File: config.mk
export PLATFORM = sky130hd
export DESIGN_NAME = trig_out_select
export DESIGN_NICKNAME = d
export VERILOG_FILES = /design/src/rtl/trig_sel_pkg.sv /design/src/rtl/trig_sel_ctrl.sv /design/src/rtl/trig_sel_path.sv /design/src/rtl/trig_out_select.sv
export SDC_FILE = /design/constraint.sdc
export NUM_CORES = 1
export LEC_CHECK = 0
export BUFFER_PORTS_ARGS = -buffer_cell sky130_fd_sc_hd__buf_2
export CORE_ASPECT_RATIO = 0.8
export CORE_MARGIN = 5
export CORE_UTILIZATION = 37
export CTS_BUF_LIST = sky130_fd_sc_hd__clkbuf_4 sky130_fd_sc_hd__clkbuf_8
export CTS_CLUSTER_SIZE = 14
export DETAILED_ROUTE_END_ITERATION = 8
export GPL_TIMING_DRIVEN = 1
export PLACE_DENSITY_LB_ADDON = 0.05
export SYNTH_ARGS = -nofsm -noshare
export SYNTH_HDL_FRONTEND = slang
export SYNTH_SLANG_ARGS = --single-unit
export TNS_END_PERCENT = 5
File: constraint.sdc
create_clock -name clk -period 1.72 [get_ports clk]
set_input_delay 0 -clock clk [delete_from_list [all_inputs] [get_ports clk]]
set_output_delay 0 -clock clk [all_outputs]
set_load 0.01 [all_outputs]
File: src/rtl/trig_sel_pkg.sv
package trig_sel_pkg;
  localparam int MAIN_LSB = 4;
  localparam int MAIN_W   = 3;
  localparam int AUX_LSB  = 20;
  localparam int AUX_W    = 4;
  localparam int REF_N    = 6;

  // strobes and levels handed from control to datapath
  typedef struct packed {
    logic rstPulse;
    logic enLevel;
    logic updPulse;
    logic cmpPulse;
  } evt_t;
endpackage

File: src/rtl/trig_sel_ctrl.sv
module trig_sel_ctrl
  import trig_sel_pkg::*;
#(
  parameter bit HAS_AUX = 1'b1,
  parameter int DATA_W  = 32
) (
  input  logic              clk,
  input  logic              rst,
  input  logic              regWe,
  input  logic [DATA_W-1:0] regWdata,
  output logic [DATA_W-1:0] regRdata,
  input  logic              swUpdate,
  input  logic              cntReset,
  input  logic              cntEnable,
  input  logic              cntUpdate,
  input  logic              cmpMatch,
  output logic [MAIN_W-1:0] mainMode,
  output logic [AUX_W-1:0]  auxMode,
  output evt_t              evt
);
  localparam int MAIN_MSB = MAIN_LSB + MAIN_W - 1;
  localparam int AUX_MSB  = AUX_LSB + AUX_W - 1;

  logic [MAIN_W-1:0] mainQ;

  always_ff @(posedge clk) begin
    if (rst)        mainQ <= '0;
    else if (regWe) mainQ <= regWdata[MAIN_MSB:MAIN_LSB];
  end

  generate
    if (HAS_AUX) begin : g_aux
      logic [AUX_W-1:0] auxQ;
      always_ff @(posedge clk) begin
        if (rst)        auxQ <= '0;
        else if (regWe) auxQ <= regWdata[AUX_MSB:AUX_LSB];
      end
      assign auxMode = auxQ;
    end else begin : g_noaux
      assign auxMode = '0;
    end
  endgenerate

  assign mainMode = mainQ;

  always_comb begin
    regRdata = '0;
    regRdata[MAIN_MSB:MAIN_LSB] = mainQ;
    regRdata[AUX_MSB:AUX_LSB]   = auxMode;
  end

  // software update acts both as an update and as a reset event
  always_comb begin
    evt.rstPulse = cntReset | swUpdate;
    evt.enLevel  = cntEnable;
    evt.updPulse = cntUpdate | swUpdate;
    evt.cmpPulse = cmpMatch;
  end

  p_main_store_r2: assert property (@(posedge clk) disable iff (rst)
    regWe |=> regRdata[MAIN_MSB:MAIN_LSB] == $past(regWdata[MAIN_MSB:MAIN_LSB]));

  p_reset_fields_r1: assert property (@(posedge clk)
    rst |=> (mainMode == '0 && auxMode == '0));
endmodule

File: src/rtl/trig_sel_path.sv
module trig_sel_path
  import trig_sel_pkg::*;
#(
  parameter bit HAS_AUX = 1'b1
) (
  input  logic              clk,
  input  logic              rst,
  input  logic [MAIN_W-1:0] mainMode,
  input  logic [AUX_W-1:0]  auxMode,
  input  evt_t              evt,
  input  logic [REF_N-1:0]  ocRef,
  output logic              trigMain,
  output logic              trigAux
);
  logic [REF_N-1:0] ocRefQ;
  logic [REF_N-1:0] riseEdge;
  logic [REF_N-1:0] fallEdge;
  logic             mainNext;
  logic             trigMainQ;

  function automatic logic pickBase(input logic [2:0] code, input evt_t e,
                                    input logic [REF_N-1:0] r);
    case (code)
      3'd0:    pickBase = e.rstPulse;
      3'd1:    pickBase = e.enLevel;
      3'd2:    pickBase = e.updPulse;
      3'd3:    pickBase = e.cmpPulse;
      default: pickBase = r[code[1:0]];
    endcase
  endfunction

  always_ff @(posedge clk) begin
    if (rst) ocRefQ <= '0;
    else     ocRefQ <= ocRef;
  end

  assign riseEdge = ocRef & ~ocRefQ;
  assign fallEdge = ~ocRef & ocRefQ;
  assign mainNext = pickBase(mainMode, evt, ocRef);

  always_ff @(posedge clk) begin
    if (rst) trigMainQ <= 1'b0;
    else     trigMainQ <= mainNext;
  end
  assign trigMain = trigMainQ;

  generate
    if (HAS_AUX) begin : g_aux
      logic auxNext;
      logic trigAuxQ;
      always_comb begin
        case (auxMode)
          4'd8:    auxNext = ocRef[4];
          4'd9:    auxNext = ocRef[5];
          4'd10:   auxNext = riseEdge[3] | fallEdge[3];
          4'd11:   auxNext = riseEdge[5] | fallEdge[5];
          4'd12:   auxNext = riseEdge[3] | riseEdge[5];
          4'd13:   auxNext = riseEdge[3] | fallEdge[5];
          4'd14:   auxNext = riseEdge[4] | riseEdge[5];
          4'd15:   auxNext = riseEdge[4] | fallEdge[5];
          default: auxNext = pickBase(auxMode[2:0], evt, ocRef);
        endcase
      end
      always_ff @(posedge clk) begin
        if (rst) trigAuxQ <= 1'b0;
        else     trigAuxQ <= auxNext;
      end
      assign trigAux = trigAuxQ;

      p_edge_quiet_r5: assert property (@(posedge clk) disable iff (rst)
        (auxMode == 4'd10 && ocRef[3] == ocRefQ[3]) |=> !trigAux);
    end else begin : g_noaux
      assign trigAux = 1'b0;
    end
  endgenerate

  p_out_reset_r1: assert property (@(posedge clk)
    rst |=> (!trigMain && !trigAux));

  p_main_level_r3: assert property (@(posedge clk) disable iff (rst)
    (mainMode == 3'd4) |=> trigMain == $past(ocRef[0]));
endmodule

File: src/rtl/trig_out_select.sv
module trig_out_select
  import trig_sel_pkg::*;
#(
  parameter bit HAS_AUX = 1'b1,
  parameter int DATA_W  = 32
) (
  input  logic              clk,
  input  logic              rst,
  input  logic              regWe,
  input  logic [DATA_W-1:0] regWdata,
  output logic [DATA_W-1:0] regRdata,
  input  logic              swUpdate,
  input  logic              cntReset,
  input  logic              cntEnable,
  input  logic              cntUpdate,
  input  logic              cmpMatch,
  input  logic [REF_N-1:0]  ocRef,
  output logic              trigMain,
  output logic              trigAux
);
  logic [MAIN_W-1:0] mainMode;
  logic [AUX_W-1:0]  auxMode;
  evt_t              evt;

  trig_sel_ctrl #(.HAS_AUX(HAS_AUX), .DATA_W(DATA_W)) ctrl_i (
    .clk(clk), .rst(rst), .regWe(regWe), .regWdata(regWdata),
    .regRdata(regRdata), .swUpdate(swUpdate), .cntReset(cntReset),
    .cntEnable(cntEnable), .cntUpdate(cntUpdate), .cmpMatch(cmpMatch),
    .mainMode(mainMode), .auxMode(auxMode), .evt(evt)
  );

  trig_sel_path #(.HAS_AUX(HAS_AUX)) path_i (
    .clk(clk), .rst(rst), .mainMode(mainMode), .auxMode(auxMode),
    .evt(evt), .ocRef(ocRef), .trigMain(trigMain), .trigAux(trigAux)
  );

  p_swupd_main_r8: assert property (@(posedge clk) disable iff (rst)
    (mainMode == 3'd2 && swUpdate) |=> trigMain);
endmodule

Yosys cells after proc, flatten, opt, wreduce, memory -nomap -nowiden
Index checks and enable logic that the tools add are counted. W data, S select, Z words.

Add/sub/neg operators: 0. Equality and inequality tests: 14. Divide/modulo/power cells: 0. $mul: 0. Magnitude comparators: 2. Muxes and demuxes: 7. Bitwise operators: 12. Shifts and indexed selects: 0. Reduce and logical (&&, ||, !) cells: 2.

Operators with widths (count): $eq A4 B4 Y1 const B (8); $and A6 B6 Y6 (2); $eq A3 B2 Y1 const B (4); $not A6 Y6 (2); $lt A2 B4 Y1 const B (2); $or A1 B1 Y1 (8); $pmux W1 S4 (2); $pmux W1 S8 (1); $eq A3 B1 Y1 const B (2); $logic_not A3 Y1 (2); $bmux W1 S2 (2); $mux W1 (2).

RAM bits: 0. Output and inout bits: 34. Register bits after elaboration: 15. Input port bits: 46. Memories: 0. Bits in read-only memories: 0. Bits in latches: 0. Word-level logic and storage cells: 42.

Depth between registers and ports, before layout
Depth in word-level cells: 4. Gate-level depth with buffers: 6.

Cells and area by module
From an unflattened synthesis, not the netlist that was laid out.

Cell total of the unflattened synthesis: 96. Area, all modules: 908.4 um^2.

Modules (own cells, without submodules): trig_sel_ctrl (area each 519.2 um^2, sequential area each 140.1 um^2, cells each 59, times used 1); trig_sel_path (area each 389.1 um^2, sequential area each 100.1 um^2, cells each 37, times used 1).

Least setup slack after synthesis
Ideal clock, no wire load.

Path kind: register to register. Start: register ctrl_i.g_aux.auxQ[0], in the netlist ctrl_i.auxMode[0]. End: register path_i.g_aux.trigAuxQ, in the netlist path_i.trigAux. Arrival: 1.268 ns. Clock period less this slack: 1.402 ns. Data required time: 1.587 ns. Cell stages (with the launch flop): 5. Path slack: 0.318 ns. Buffers on the path: 1. Cells stage by stage: dfxtp_1 buf_6 mux4_2 a211oi_1 a311oi_1.

Word-level cells in the longest chain between the ends: 4.

Ends and longest elaborated chain: from (decl) (RTL line trig_sel_ctrl.sv:33) `logic [AUX_W-1:0] auxQ;`; from (signal assigned) (RTL line trig_sel_ctrl.sv:36) `else if (regWe) auxQ <= regWdata[AUX_MSB:AUX_LSB];`; $bmux W1 S2 (RTL line trig_sel_path.sv:28) `default: pickBase = r[code[1:0]];`; $mux W1 (not written as such) (RTL line trig_sel_path.sv:28); $pmux W1 S4 (RTL line trig_sel_path.sv:23) `case (code)`; $pmux W1 S8 (*) (RTL line trig_sel_path.sv:52) `case (auxMode)`; to (signal assigned) (RTL line trig_sel_path.sv:66) `else trigAuxQ <= auxNext;`; to (decl) (RTL line trig_sel_path.sv:50) `logic trigAuxQ;`.

Every way passes the cells marked *; elsewhere a longest branch is shown, timed or not. The select of a mux whose other input is x is not followed. A chain may end at the register's enable or synchronous reset.

Worst setup path in the final report
Start: register ctrl_i.g_aux.auxQ[1], in the netlist ctrl_i.auxMode[1]. End: register path_i.g_aux.trigAuxQ, in the netlist path_i.trigAux.

Same word-level chain as after synthesis.

==> results.md <==
- Via Count: 679
- Layout Area Growth over Synthesis: 23.2%
- Crit share post-route: 0.811
- Final ANT Viol Nets: 0
- Port buffer count: 29
- Final Max Tran Viols: 0
- Seq pwr share: 0.447
- Total clock sinks: 12
- CTS clk-pin slew, worst paths: 0.08 ns
- CP Launch Type: register
- Layout cell share with drive strength beyond 1: 0.280
- Worst vdd ir: 0.000415 V
- Internal power: 506 uW
- Final Power: 705 uW
- First-pass GRT wire length: 2770 um
- N_diodes: 0
- Slowest cell on crit path: dfxtp_1
- Max cap viols: 0
- WP data required: 1.91 ns
- Filler cell count: 223
- Yosys warning count: 0
- Post-DP HPWL: 1400 um
- Critical Path End Type: register
- Final hold violations: 0
- Final Hold Slack: 0.0402 ns
- Post-CTS Setup Repair Bufs: 0
- Fmax: 717 MHz
- DRC violations left: 0
- Initial antenna violation count: 0
- Most common cell after layout, fill and taps aside: buf_2
- WL per Instance: 11.2 um
- Power density cells: 688 nW/um^2
- P_leak: 0.000532 uW
- Final nets: 181
- Total Wirelength: 1770 um
- Pin count of the biggest net entering global routing: 13
- Critical-path cell list: mux2i_1 > a221oi_1 > a211oi_1 > a311oi_1
- Row cnt: 15
- Final Setup Violations: 0
- Clock Latency Late Sink: 0.27 ns
- Sw power: 198 uW
- Drt initial violations: 19
- Initial DRT Pass Iterations: 4
- Gate Count Post-Synth: 93
- CTS Buf Count: 3
- Crit-path max cell delay: 0.59 ns
- Ys async rst share: 0
- Placer Congestion: 0.767
- Top delay family on crit path: flip-flops
- Floorplan Core Area: 2160 um^2
- Post-synthesis sequential area ratio: 0.289
- Worst path bufs/invs: 0
- CP arrival: 1.58 ns
- Die Y: 52.4 um
- GRT overflow: 0
- Synth Register Bits: 12
- EDFF count, synth: 0
- CP max FO: 11
- Synth Flop Type: dfxtp_1
- Clock network fraction of design power: 0.318
- DIE AREA: 3300 um^2
- Die width: 63.0 um
- TNS Setup: 0 ns
- Vias/cell: 4.32
- RSZ-0062 raised after global routing: no
- # IOs: 80
- Commonest non-fill, non-tap cells in the layout: buf_2, conb_1, nor2_1, dfxtp_1, mux2i_1
- Clk buf depth: 2
- Initial Util: 0.386
- Synthesized area per cell: 8.95 um^2
- Cell area after synthesis: 832 um^2
- CTS Root Cell: clkbuf_4
- Min-delay worst type: in -> reg
- Period minus WS final: 1.40 ns
- GRT Overall Usage: 0.109
- Comb power frac: 0.235
- CTS H-tree depth: 1
- CP Class: reg -> reg
- Synth unique cells: 22
- TritonCTS clock tree: done
- Outcome: finished clean
- Worst Clk Skew: 0.00539 ns
- Vias in the first global route: 598
- Switching share of power: 0.282
[power groups by stage]
| stage | Combinational, uW | Clock (uW) | Sequential [uW] |
|---|---|---|---|
| after floorplan | 139 | 0 | 322 |
| after global placement | 147 | 0 | 321 |
| after detailed placement | 148 | 0 | 322 |
| after CTS | 165 | 241 | 316 |
| after global routing | 184 | 249 | 319 |
| final | 165 | 224 | 315 |
[worst reg2reg max path, stage by stage, from the launching register on]
cell and delay (ns):
dfxtp_1 0.59, mux2i_1 0.14, a221oi_1 0.30, a211oi_1 0.08, a311oi_1 0.20
[sequential cells by signal, indices dropped and copies added, names as in the netlist]
register	count
ctrl_i.mainMode	3
ctrl_i.auxMode	4
path_i.trigAux	1
path_i.ocRefQ	3
path_i.trigMain	1
[kinds of logic (layout without fill, tap and decap cells)]
group,Yosys count,after routing,synth area share
AO/OA/AOI/OAI,8,8,0.0752
buffers and inverters,32,47,0.275
multiplexers,13,13,0.186
adder cells (fa/ha/maj),2,2,0.0301
AND/OR/NAND/NOR,25,25,0.140
other,1,25,0.00451
flip-flops,12,12,0.289
[layer usage]
| metal | part of all wire | GRT usage | routed length, um |
|---|---|---|---|
| met1 | 0.45 | 0.137 | 797 |
| met2 | 0.43 | 0.160 | 766 |
| met3 | 0.11 | 0.0579 | 192 |
| met4 | 0.0057 | 0.0318 | 10 |
| met5 | 0 | 0 | 0 |
[metrics by stage]
stage	setup slack (ns)	instance area [um^2]	std cells	util
2_1_floorplan	0.318	922	117	-
3_3_place_gp	0.317	888	143	0.412
3_5_place_dp	0.318	888	143	0.412
4_1_cts	0.297	1020	157	0.475
5_1_grt	0.190	1020	157	0.475
6_report	0.325	1020	157	0.475
[area by class of cell]
cell class | instances | area [um^2] | share of cell area
clock buffers | 4 | 36.3 | 0.0354
inverters | 3 | 11.3 | 0.0110
multi-input cells | 73 | 453 | 0.442
flip-flops and latches | 12 | 240 | 0.234
well taps | 25 | 31.3 | 0.0305
repair buffers | 40 | 253 | 0.247
[worst paths after layout]
path                           from  cells past startpoint                to  slack [ns]
setup / recovery  ctrl_i.auxMode[1]                      4    path_i.trigAux        0.32
hold / removal                  rst                      2  path_i.ocRefQ[5]        0.04
setup reg to reg  ctrl_i.auxMode[1]                      4    path_i.trigAux        0.32
hold reg to reg   ctrl_i.auxMode[3]                      1    path_i.trigAux        0.55
[cell usage after synthesis (2+ instances only)]
| cell | instances | area share |
|---|---|---|
| buf_4 | 25 | 0.23 |
| dfxtp_1 | 12 | 0.29 |
| nor2_1 | 12 | 0.054 |
| mux2i_1 | 11 | 0.13 |
| nand2_1 | 5 | 0.023 |
| inv_1 | 3 | 0.014 |
| nor2b_1 | 3 | 0.023 |
| nor3_1 | 3 | 0.018 |
| a211oi_1 | 2 | 0.018 |
| buf_6 | 2 | 0.027 |
| clkbuf_1 | 2 | 0.0090 |
| ha_1 | 2 | 0.030 |
| mux4_2 | 2 | 0.054 |
[what timing repair did]
| item | in CTS | in global routing |
|---|---|---|
| endpoints found under the hold margin | 10 | 0 |
| gates resized for setup | 0 | 0 |
| hold buffers | 10 | 0 |
Note: power is estimated with default switching activity, not from simulation.
